[src/rtl/lfsr_crc_pkg.sv]
package lfsr_crc_pkg;

  typedef enum logic [1:0] {
    ADDR_LO   = 2'd0,
    ADDR_HI   = 2'd1,
    ADDR_MODE = 2'd2,
    ADDR_NONE = 2'd3
  } reg_addr_e;

  typedef enum logic [1:0] {
    MODE_RUN  = 2'b00,
    MODE_ONE  = 2'b01,
    MODE_RSVD = 2'b10,
    MODE_OFF  = 2'b11
  } rng_mode_e;

endpackage

[src/rtl/lfsr_rst_sync.sv]
module lfsr_rst_sync #(
  parameter int STAGES = 2
) (
  input  logic clk_i,
  input  logic rst_ni,
  output logic rst_sync_no
);

  logic [STAGES-1:0] sync_q;

  always_ff @(posedge clk_i or negedge rst_ni) begin
    if (!rst_ni) sync_q <= '0;
    else         sync_q <= {sync_q[STAGES-2:0], 1'b1};
  end

  assign rst_sync_no = sync_q[STAGES-1];

endmodule

[src/rtl/lfsr_step_net.sv]
// Unrolled chain of single LFSR steps; data_i[STEPS-1] is consumed first.
module lfsr_step_net #(
  parameter int          WIDTH = 16,
  parameter int          STEPS = 8,
  parameter logic [15:0] POLY  = 16'h8005
) (
  input  logic [WIDTH-1:0] state_i,
  input  logic [STEPS-1:0] data_i,
  output logic [WIDTH-1:0] state_o
);

  localparam logic [WIDTH-1:0] POLY_W = WIDTH'(POLY);

  logic [WIDTH-1:0] chain [0:STEPS];
  logic [STEPS-1:0] fb;

  assign chain[0] = state_i;

  for (genvar g = 0; g < STEPS; g++) begin : g_step
    assign fb[g] = data_i[STEPS-1-g] ^ chain[g][WIDTH-1];
    assign chain[g+1] = {chain[g][WIDTH-2:0], 1'b0} ^ (fb[g] ? POLY_W : '0);
  end

  assign state_o = chain[STEPS];

endmodule

[src/rtl/lfsr_mode_reg.sv]
module lfsr_mode_reg
  import lfsr_crc_pkg::*;
(
  input  logic      clk_i,
  input  logic      rst_ni,
  input  logic      wr_en_i,
  input  logic [1:0] wdata_i,
  output rng_mode_e mode_o,
  output logic      step_once_o
);

  rng_mode_e mode_q, mode_d;
  logic      mode_en;

  always_comb begin
    mode_d  = mode_q;
    mode_en = 1'b0;
    if (wr_en_i) begin
      mode_d  = rng_mode_e'(wdata_i);
      mode_en = 1'b1;
    end else if (mode_q == MODE_ONE) begin
      mode_d  = MODE_RUN;
      mode_en = 1'b1;
    end
  end

  always_ff @(posedge clk_i or negedge rst_ni) begin
    if (!rst_ni)      mode_q <= MODE_RUN;
    else if (mode_en) mode_q <= mode_d;
  end

  assign mode_o      = mode_q;
  assign step_once_o = (mode_q == MODE_ONE);

  // single-step mode lasts one cycle unless rewritten
  p_auto_clear_r4: assert property (@(posedge clk_i) disable iff (!rst_ni)
    (mode_q == MODE_ONE && !wr_en_i) |=> (mode_q == MODE_RUN));

  // a written value is held until the next write or auto-clear
  p_mode_hold_r1: assert property (@(posedge clk_i) disable iff (!rst_ni)
    (!wr_en_i && mode_q != MODE_ONE) |=> $stable(mode_q));

endmodule

[src/rtl/lfsr_crc_unit.sv]
module lfsr_crc_unit
  import lfsr_crc_pkg::*;
#(
  parameter int          BYTE_W     = 8,
  parameter int          RAND_STEPS = 13,
  parameter logic [15:0] POLY       = 16'h8005
) (
  input  logic              clk_i,
  input  logic              rst_ni,
  input  logic              bus_wr_i,
  input  logic              bus_rd_i,
  input  logic [1:0]        bus_addr_i,
  input  logic [BYTE_W-1:0] bus_wdata_i,
  output logic [BYTE_W-1:0] bus_rdata_o
);

  localparam int W = 2 * BYTE_W;

  logic      rst_sync_n;
  reg_addr_e addr;
  rng_mode_e mode;
  logic      step_once;
  logic      mode_wr;

  logic [W-1:0] state_q, state_d;
  logic         state_en;
  logic [W-1:0] crc_next, rand_next, one_next;

  lfsr_rst_sync #(.STAGES(2)) u_rst (
    .clk_i      (clk_i),
    .rst_ni     (rst_ni),
    .rst_sync_no(rst_sync_n)
  );

  assign addr    = reg_addr_e'(bus_addr_i);
  assign mode_wr = bus_wr_i && (addr == ADDR_MODE);

  lfsr_mode_reg u_mode (
    .clk_i      (clk_i),
    .rst_ni     (rst_sync_n),
    .wr_en_i    (mode_wr),
    .wdata_i    (bus_wdata_i[1:0]),
    .mode_o     (mode),
    .step_once_o(step_once)
  );

  lfsr_step_net #(.WIDTH(W), .STEPS(BYTE_W), .POLY(POLY)) u_crc (
    .state_i(state_q),
    .data_i (bus_wdata_i),
    .state_o(crc_next)
  );

  lfsr_step_net #(.WIDTH(W), .STEPS(RAND_STEPS), .POLY(POLY)) u_rand (
    .state_i(state_q),
    .data_i ('0),
    .state_o(rand_next)
  );

  lfsr_step_net #(.WIDTH(W), .STEPS(1), .POLY(POLY)) u_one (
    .state_i(state_q),
    .data_i (1'b0),
    .state_o(one_next)
  );

  // Next-state selection: writes win over every kind of advance
  always_comb begin
    state_d  = state_q;
    state_en = 1'b0;
    if (bus_wr_i && addr == ADDR_LO) begin
      state_d  = {state_q[BYTE_W-1:0], bus_wdata_i};
      state_en = 1'b1;
    end else if (bus_wr_i && addr == ADDR_HI) begin
      state_d  = crc_next;
      state_en = 1'b1;
    end else if (!bus_wr_i && step_once) begin
      state_d  = one_next;
      state_en = 1'b1;
    end else if (!bus_wr_i && bus_rd_i && addr == ADDR_LO && mode == MODE_RUN) begin
      state_d  = rand_next;
      state_en = 1'b1;
    end
  end

  always_ff @(posedge clk_i or negedge rst_sync_n) begin
    if (!rst_sync_n)   state_q <= '0;
    else if (state_en) state_q <= state_d;
  end

  always_comb begin
    unique case (addr)
      ADDR_LO:   bus_rdata_o = state_q[BYTE_W-1:0];
      ADDR_HI:   bus_rdata_o = state_q[W-1:BYTE_W];
      ADDR_MODE: bus_rdata_o = {{(BYTE_W-2){1'b0}}, mode};
      default:   bus_rdata_o = '0;
    endcase
  end

  // low-byte write shifts the old low byte up
  p_seed_shift_r6: assert property (@(posedge clk_i) disable iff (!rst_sync_n)
    (bus_wr_i && addr == ADDR_LO) |=>
      (state_q[W-1:BYTE_W] == $past(state_q[BYTE_W-1:0])) &&
      (state_q[BYTE_W-1:0] == $past(bus_wdata_i)));

  // reads of the high byte or mode never move the state
  p_hi_read_hold_r2: assert property (@(posedge clk_i) disable iff (!rst_sync_n)
    (bus_rd_i && !bus_wr_i && addr != ADDR_LO && !step_once) |=> $stable(state_q));

  // generator off or reserved holds the state without writes
  p_off_hold_r5: assert property (@(posedge clk_i) disable iff (!rst_sync_n)
    ((mode == MODE_OFF || mode == MODE_RSVD) && !bus_wr_i) |=> $stable(state_q));

  // a simultaneous read does not displace the write
  p_wr_priority_r9: assert property (@(posedge clk_i) disable iff (!rst_sync_n)
    (bus_wr_i && bus_rd_i && addr == ADDR_LO) |=>
      (state_q[BYTE_W-1:0] == $past(bus_wdata_i)));

endmodule

[config.mk]
export PLATFORM = sky130hd
export DESIGN_NAME = lfsr_crc_unit
export DESIGN_NICKNAME = d
export VERILOG_FILES = /design/src/rtl/lfsr_crc_pkg.sv /design/src/rtl/lfsr_rst_sync.sv /design/src/rtl/lfsr_step_net.sv /design/src/rtl/lfsr_mode_reg.sv /design/src/rtl/lfsr_crc_unit.sv
export SDC_FILE = /design/constraint.sdc
export NUM_CORES = 1
export LEC_CHECK = 0
export BUFFER_PORTS_ARGS = -buffer_cell sky130_fd_sc_hd__buf_2
export CAP_MARGIN = 20
export CORE_MARGIN = 2
export CORE_UTILIZATION = 33
export CTS_CLUSTER_SIZE = 10
export DETAILED_ROUTE_END_ITERATION = 6
export PLACE_DENSITY_LB_ADDON = 0.15
export REMOVE_ABC_BUFFERS = 1
export SLEW_MARGIN = 15
export SYNTH_ARGS = -nofsm -noshare
export SYNTH_HDL_FRONTEND = slang
export SYNTH_SLANG_ARGS = --single-unit
[constraint.sdc]
create_clock -name clk_i -period 1.65 [get_ports clk_i]
set_input_delay 0.2475 -clock clk_i [delete_from_list [all_inputs] [get_ports clk_i]]
set_output_delay 0.2475 -clock clk_i [all_outputs]
set_load 0.02 [all_outputs]
==> flow_summary.toml <==
[job]
maxCapViolCount = 0

[critical_path]
critPathSlowestCell = "xnor3_1"
critPathKind = "flop to flop"
slowest_delay_ps = 430
cp-start-kind = "flop"
timing.rr.start = "state_q[13]"
r2r-end = "state_q[15]"
cp_data_arrival_time_ps = 2170
critPathRequiredTime_ps = 1800
end_kind = "flop"
crit_family = "XOR/XNOR gates"
crit_start = "state_q[13]"
r2r_setup_slack_ps = -370
path_cells = "xnor2_2, xnor2_2, xnor3_1, xnor3_1, a211oi_1, or3_1"
path_buf_inv = 0
critPathMaxFanout = 3
ff2ff_path_depth = 6

[logic_synthesis]
synth_edf_count = 0
netlist.area_leader.share = 0.2789
async_flop_share = 1.000
avgSynthCellArea_um2 = 8.082
yosys_warnings = 0
synth_area_um2 = 1794
synth-main-ff-cell = "dfrtp_1"
ys_types = 30
seq_area_frac_synth = 0.2789
synth_area_leaders = "dfrtp_1, xnor2_1, nor2_1"
syn_inst = 222
synth-seq-cells = 20
synth_area_leader_cell = "dfrtp_1"

[cells_and_area]
area_growth_pct = 33.26
final_nets = 287
multi_input_area_um2 = 1276
fill_cells = 555
final_area_um2 = 2391
antenna_cells = 0
seqCellArea_um2 = 500.5
drive_above_1_share = 0.3137

[timing]
max_freq_mhz = 494.0
setup_viol = 3
rsz0062_at_grt = "yes"
period_share = 1.227
fin_crit_ps = 2024
whs_ps = 179.0
hold_violations = 0
setup_ws_ps = -374.4
slew_viol_final = 0
finClkSkew_ps = 5.233

[floorplan]
core_area_um2 = 5172
die_w_um = 77.74
num_rows = 26
initial_core_util = 0.3469
die_h_um = 77.74
die-area_um2 = 6043
pin_count = 22

[detailed_routing]
num_vias = 1738
postRouteAntennaNets = 0
drtPass1Iterations = 4
totalWireLength_um = 5223
drt_iter0_markers = 78
drc_errors = 0
via_per_inst = 5.097
routedWlPerCell_um = 15.32

[place]
dp_hpwl_um = 4001
place_area_um2 = 2245
portBuffers = 21
gp_congestion = 0.8613

[power_and_ir_drop]
p_leak_nw = 1.060
powerDensity_nw_per_um2 = 2560
peakVddDrop_mv = 1.116

[global_route]
grt_max_degree = 34
grt_pass1_vias = 1738
gr-total-overflow = 0
grt_usage = 0.1826
antenna_found_initial = 0
grt_pass1_wl_um = 8687

[clock_tree]
clock-sinks = 20
cts_buffers = 3
cts-root-buf = "clkbuf_8"
cts_max_level = 1
cts_tree = "built"
path_clk_slew_ps = 80
clk_latency_ps = 270
cts.path.max_buffers = 2

[run_status]
violations = "negative setup slack"
status = "finished, violations left"

[hold_path]
hold_class = "flop to asynchronous set/reset pin"
-- kinds of logic after synthesis --
group	synth area share
and+or+nand+nor	0.1736
AOI/OAI and AO/OA	0.1841
xor gates and xnor gates	0.2538
buffers and inverters	0.05021
DFF	0.2789
muxes	0.05718
other	0.002090
-- Yosys cell counts (3+ instances only) --
library cell	number
a21oi_1	22
o211ai_1	10
dfrtp_1	20
a211oi_1	9
nand3_1	5
a31oi_1	5
xor2_1	4
clkbuf_1	18
nor2_1	33
nand2b_1	3
o21ai_0	4
xnor3_1	4
xnor2_1	34
nand2_1	21
mux2i_1	8
-- flip-flops by register name (all words and copies together), names as in the netlist --
signal,count
state_q,16
u_mode.mode_o,2
u_rst.sync_q,2
-- per-layer routing --
layer | vias up | share of wire | GRT usage
li1 | 857 | - | -
met1 | 842 | 0.49 | 0.2589
met2 | 30 | 0.47 | 0.2828
met3 | 9 | 0.026 | 0.02093
met4 | 0 | 0.016 | 0.07143
met5 | - | 0 | 0
-- per-stage QoR --
stage | TNS [ps] | cells | setup slack (ps) | power (W) | utilization
2_1_floorplan | -5063 | 200 | -665.6 | 0.003774 | -
3_3_place_gp | -1036 | 334 | -414.3 | 0.005455 | 0.4340
3_5_place_dp | -1065 | 334 | -422.5 | 0.005458 | 0.4340
4_1_cts | -918.4 | 340 | -362.2 | 0.005989 | 0.4526
5_1_grt | -1244 | 341 | -460.9 | 0.006512 | 0.4623
6_report | -906.1 | 341 | -374.4 | 0.006120 | 0.4623
-- cell usage in the layout, fill, tap and decap left out, types with 2 or more instances in the layout --
master / synthesis / layout
buf_4: 2 / 44
nor2_1: 33 / 32
xnor2_1: 34 / 26
a21oi_1: 22 / 22
nand2_1: 21 / 21
buf_2: 0 / 21
dfrtp_1: 20 / 20
o211ai_1: 10 / 10
mux2i_1: 8 / 8
xnor2_2: 0 / 8
a211oi_1: 9 / 8
a31oi_1: 5 / 5
nand3_1: 5 / 5
xor2_1: 4 / 4
xnor3_1: 4 / 4
o21ai_0: 4 / 3
nand2b_1: 3 / 3
clkbuf_8: 0 / 3
nor2b_1: 2 / 2
mux2_2: 2 / 2
xor2_2: 2 / 2
or3_1: 2 / 2
nand3b_1: 2 / 2
buf_12: 0 / 2
-- power by group --
group | leakage, nW | internal (W) | switching (W)
Combinational | 0.812 | 0.00276 | 0.00207
Clock | 0.0216 | 0.000163 | 0.000179
Sequential | 0.226 | 0.000701 | 0.000249
Total | 1.06 | 0.00362 | 0.00250
-- repair_timing --
action                     CTS  global route
hold endpoints to repair     2             0
hold buffers                 1             0
buffers inserted             2             2
setup endpoints to repair    3             9
pin swaps                    8            11
resized for setup            4             8
-- how the worst max path moves through the flow --
stage                        endpoint  cells after the start  slack (ps)
after global routing       state_q[0]                      8        -460
final                     state_q[15]                      6        -370
after global placement    state_q[15]                      6        -410
after CTS                 state_q[15]                      6        -360
after detailed placement  state_q[15]                      6        -420
after floorplan           state_q[15]                      6        -670
-- cell type report --
cell class / instances / share of cell area
flip-flops and latches: 20 / 0.2093
well taps: 70 / 0.03663
multi-input cells: 180 / 0.5338
repair buffers: 68 / 0.2030
clock buffers: 3 / 0.01727
(Power assumes the default switching activity.)
